**config.mk**
```make
export PLATFORM = sky130hd
export DESIGN_NAME = almost_inv_gf2m
export DESIGN_NICKNAME = d
export VERILOG_FILES = /design/src/rtl/almost_inv_gf2m.sv
export SDC_FILE = /design/constraint.sdc
export NUM_CORES = 2
export LEC_CHECK = 0
export BUFFER_PORTS_ARGS = -buffer_cell sky130_fd_sc_hd__buf_2
export CORE_MARGIN = 5
export CORE_UTILIZATION = 30
export CTS_BUF_LIST = sky130_fd_sc_hd__clkbuf_4
export DETAILED_ROUTE_END_ITERATION = 10
export PLACE_DENSITY = 0.45
export SLEW_MARGIN = 10
export SYNTH_ARGS = -nofsm -noshare
export SYNTH_HDL_FRONTEND = slang
export SYNTH_SLANG_ARGS = --single-unit
```
**constraint.sdc**
```tcl
create_clock -name clk -period 4.75 [get_ports clk]
set_input_delay 0.7125 -clock clk [delete_from_list [all_inputs] [get_ports clk]]
set_output_delay 0.7125 -clock clk [all_outputs]
set_load 0.1 [all_outputs]
```
**src/rtl/almost_inv_gf2m.sv**
```systemverilog
module almost_inv_gf2m #(
  parameter int N   = 89,
  parameter int TAP = 38,
  parameter int KW  = 9
) (
  input  logic         clk,
  input  logic         rst_n,
  input  logic         start,
  input  logic [N-1:0] a,
  output logic         busy,
  output logic         done,
  output logic         err,
  output logic [N-1:0] inv
);
  localparam int W  = N + 2;
  localparam int EW = W + 8;
  localparam logic [W-1:0] MOD = (W'(1) << N) | (W'(1) << TAP) | W'(1);

  typedef enum logic [1:0] {S_IDLE, S_LOOP, S_FIX} st_t;
  st_t st;

  logic [W-1:0]  f, g, b, c;
  logic [KW-1:0] k;

  logic          swap;
  logic [W-1:0]  fs, gs, bs, cs;
  logic [3:0]    s;
  logic [EW-1:0] mask, t, ext;
  logic [W-1:0]  nb;
  logic [N-1:0]  red;

  assign swap = ((f ^ g) > f) && (f < g);
  assign fs = swap ? g : f;
  assign gs = swap ? f : g;
  assign bs = swap ? c : b;
  assign cs = swap ? b : c;

  assign s    = (k >= KW'(8)) ? 4'd8 : {1'b0, k[2:0]};
  assign mask = (EW'(1) << s) - EW'(1);
  assign t    = EW'(b) & mask;
  assign ext  = EW'(b) ^ t ^ (t << TAP) ^ (t << N);
  assign nb   = W'(ext >> s);
  assign red  = b[N-1:0] ^ (b[N] ? MOD[N-1:0] : '0);

  always_ff @(posedge clk or negedge rst_n) begin
    if (!rst_n) begin
      st   <= S_IDLE;
      f    <= '0;
      g    <= '0;
      b    <= '0;
      c    <= '0;
      k    <= '0;
      busy <= 1'b0;
      done <= 1'b0;
      err  <= 1'b0;
      inv  <= '0;
    end else begin
      done <= 1'b0;
      case (st)
        S_IDLE: if (start) begin
          if (a == '0) begin
            done <= 1'b1;
            err  <= 1'b1;
            inv  <= '0;
          end else begin
            f    <= W'(a);
            g    <= MOD;
            b    <= W'(1);
            c    <= '0;
            k    <= '0;
            err  <= 1'b0;
            busy <= 1'b1;
            st   <= S_LOOP;
          end
        end
        S_LOOP: begin
          if (f == W'(1)) begin
            st <= S_FIX;
          end else if (!f[0]) begin
            if (!f[1]) begin
              f <= f >> 2;
              c <= c << 2;
              k <= k + KW'(2);
            end else begin
              f <= f >> 1;
              c <= c << 1;
              k <= k + KW'(1);
            end
          end else begin
            f <= fs ^ gs;
            g <= gs;
            b <= bs ^ cs;
            c <= cs;
          end
        end
        S_FIX: begin
          if (k == '0) begin
            inv  <= red;
            done <= 1'b1;
            busy <= 1'b0;
            st   <= S_IDLE;
          end else begin
            b <= nb;
            k <= k - KW'(s);
          end
        end
        default: st <= S_IDLE;
      endcase
    end
  end
endmodule


```
==> flow_summary_export.csv <==
group,metric,value,unit
synthesis,yosysSeqAreaShare,34.5,%
synthesis,synth_cell_type_count,102,
setup_path,reg2reg_slack,0.49,ns
clock_tree,cts_tree,"yes",
clock_tree,numCtsBuffers,151,
setup_path,slowest_stage,"or4_1",
synthesis,postSynthAreaPerCell,8.49,sq um
floorplan,start_util,30.2,%
detailed_routing,detail-route-antenna-nets,0,
setup_path,worst-setup-path-type,"register to register",
cells_and_area,fin_area,38800,sq um
floorplan,die_w,346,microns
floorplan,core,112000,sq um
synthesis,synth_ff_type,"dfrtp_1",
timing,rsz0062_at_grt,"false",
detailed_routing,dr.pass1.iters,6,
synthesis,netlist_instances,3984,
synthesis,ys_ff_latch,467,
grt,track_usage,21.0,%
detailed_routing,wire_per_inst,22.4,microns
grt,antenna_found_initial,2,
synthesis,synthTopCellsByCount,"529 x nand2_1, 467 x dfrtp_1, 276 x o21ai_0",
clock_tree,clk_path_buf_depth,3,
detailed_routing,wirelength,129,mm
power_and_ir_drop,peakVddDrop,0.582,mV
detailed_routing,routed-wl-met2,56.6,mm
detailed_routing,drc,0,
clock_tree,postCtsSetupBuffers,0,
timing,tns,0,ns
grt,grt_pass1_vias,31000,
clock_tree,root_buffer,"clkbuf_4",
synthesis,synth_area,33800,sq um
run,cap_violations,0,
synthesis,synthArstFlopShare,100,%
cells_and_area,area_growth,14.7,%
detailed_routing,viasPerCell,5.47,
grt,global_route.overflow_total,0,
placement,place.gp.congestion,0.893,
placement,postPlaceCellArea,36000,sq um
timing,period_needed,4.26,ns
synthesis,synth_top_area_share,34.5,%
cells_and_area,fin_util,34.6,%
setup_path,start_kind,"register",
placement,place_ws,0.528,ns
timing,hold_viol,0,
clock_tree,holdBufCountCts,90,
timing,fin_crit_sh,89.6,%
floorplan,rows,123,
hold_path,hp-start,"a[1]",
cells_and_area,multi_input_area,19800,sq um
detailed_routing,drt_iter0_markers,2807,
clock_tree,cts_resized,0,
setup_path,worst_ep_arrival_time,5.16,ns
power_and_ir_drop,power.leakage,17.6,nW
setup_path,r2r_start,"f[38]$_DFFE_PN0P_",
clock_tree,cts.htree.levels,4,
floorplan,io_pins,184,
floorplan,die_y,346,microns
setup_path,crit_start,"f[38]$_DFFE_PN0P_",
placement,portBuffers,183,
power_and_ir_drop,power,23.3,mW
hold_path,holdCritPathClass,"input pin to register",
synthesis,yosysMostFrequentCell,"nand2_1",
placement,dp_hpwl,87.2,mm
detailed_routing,top_layer,"met4",
timing,fin_skew,0.0733,ns
synthesis,synth_top_cell_by_area,"dfrtp_1",
power_and_ir_drop,powerDensity,601,nW/um^2
setup_path,crit_required,5.65,ns
grt,grt_max_degree,120,
timing,setup_ws,0.492,ns
setup_path,cpMostUsedCell,"nor4_1",
cells_and_area,nets,4401,
setup_path,path_max_fanout,91,
clock_tree,insertion_delay,1.07,ns
cells_and_area,drive_gt1_share,15.7,%
timing,max_freq,0.235,GHz
synthesis,synth_area_leaders,"dfrtp_1 35%, nand2_1 5.9%, ha_1 5.5%",
floorplan,die_area,120000,sq um
cells_and_area,regArea,11700,sq um
detailed_routing,vias,31600,
timing,tightest_slew,1.21,ns
clock_tree,cts_sinks,467,
setup_path,critPathMaxStageDelay,0.67,ns
timing,maxSlewViolCount,0,
detailed_routing,drt-met1-wl,62.6,mm
detailed_routing,wl_met3,7.49,mm
setup_path,path_cells,"ha_1 > xnor2_1 > nor4_1 > nand4_1 > or4_1 > nor4_1 > a311oi_1 > nand4_2 > nor4_2 > buf_12 > a221o_1",
setup_path,end_kind,"register",
synthesis,synth_edf_count,0,
grt,grt_pass1_wl,199,mm
synthesis,yosysWarnings,0,
timing,slew_headroom,18.4,%
timing,setup_violations,0,
clock_tree,clk_pin_slew,0.06,ns
cells_and_area,nFillCells,11800,
status,run_status,"completed",
## area by class of cell
| type | instances | share of cell area (%) |
|---|---|---|
| diodes | 7 | 0.0451 |
| clock buffers | 216 | 4.18 |
| clock inverters | 46 | 0.771 |
| inverters | 161 | 1.57 |
| multi-input cells | 3008 | 51.1 |
| flip-flops and latches | 467 | 30.1 |
| well taps | 1500 | 4.84 |
| repair buffers | 372 | 7.40 |
## flip-flops by register name, indices dropped and copies added (netlist names)
name,flops
inv,89
done,1
k,9
b,91
st,2
f,91
err,1
g,91
c,91
busy,1
## metrics by stage
stage | instances | hold WS, ns
after floorplan | 3985 | 0.417
after global placement | 5418 | 0.447
after detailed placement | 5418 | 0.450
after CTS | 5770 | 0.0174
after global routing | 5774 | 0.0683
final | 5777 | 0.165
## layer usage
layer	vias up	global-route usage, %
met3	196	3.76
li1	14900	-
met2	940	31.8
met5	-	0
met1	15600	30.8
met4	0	5.50
## cells by family (layout without fill, tap and decap cells)
logic type               count (synthesis)  in the layout  synth area share (%)
AND/OR/NAND/NOR                       1291           1291                  18.1
multiplexers                           172            172                  5.15
other                                    2             10                0.0222
buffers and inverters                  510            795                  7.34
adder cells (fa/ha/maj)                148            148                  5.47
AO/OA/AOI/OAI                         1204           1204                  24.5
XOR/XNOR                               190            190                  4.92
flip-flops                             467            467                  34.5
## cells in the final DEF, fill, tap and decap left out, types with 52 or more instances in the layout
cell,netlist,routed
mux2i_1,154,154
and2_2,82,82
a211oi_1,154,153
buf_2,15,182
a22o_1,96,96
dfrtp_1,467,464
ha_1,148,146
xnor2_1,78,78
buf_4,4,75
nor2b_1,52,52
a221o_1,92,92
nand3_1,130,128
nor4_1,58,56
nand2_1,529,526
clkbuf_4,1,216
o21ai_0,276,276
dlygate4sd3_1,1,90
a21oi_1,267,267
xor2_1,112,112
inv_1,158,156
nor2_1,254,250
## critical path: cells and delay by family, from the launching register on
| kind | cells | cell delay (ns) |
|---|---|---|
| compound gates | 2 | 0.62 |
| simple gates | 6 | 1.98 |
| fa+ha+maj | 1 | 0.44 |
| flops | 1 | 0.52 |
| buf+inv | 1 | 0.26 |
| xor+xnor | 1 | 0.17 |
## final timing paths
kind	endpoint	depth (start not counted)
setup / recovery	c[38]$_DFFE_PN0P_	11
hold / removal	f[1]$_DFFE_PN0P_	3
setup reg to reg	c[38]$_DFFE_PN0P_	11
hold reg to reg	inv[63]$_DFFE_PN0P_	2
max in group asynchronous	c[25]$_DFFE_PN0P_	3
min in group asynchronous	f[61]$_DFFE_PN0P_	2
## power by group
part	switching [mW]	total (mW)	internal, mW
Clock	2.06	4.36	2.29
Combinational	8.21	12.8	4.56
Sequential	1.46	6.19	4.74
Note: power is estimated with default switching activity, not from simulation.
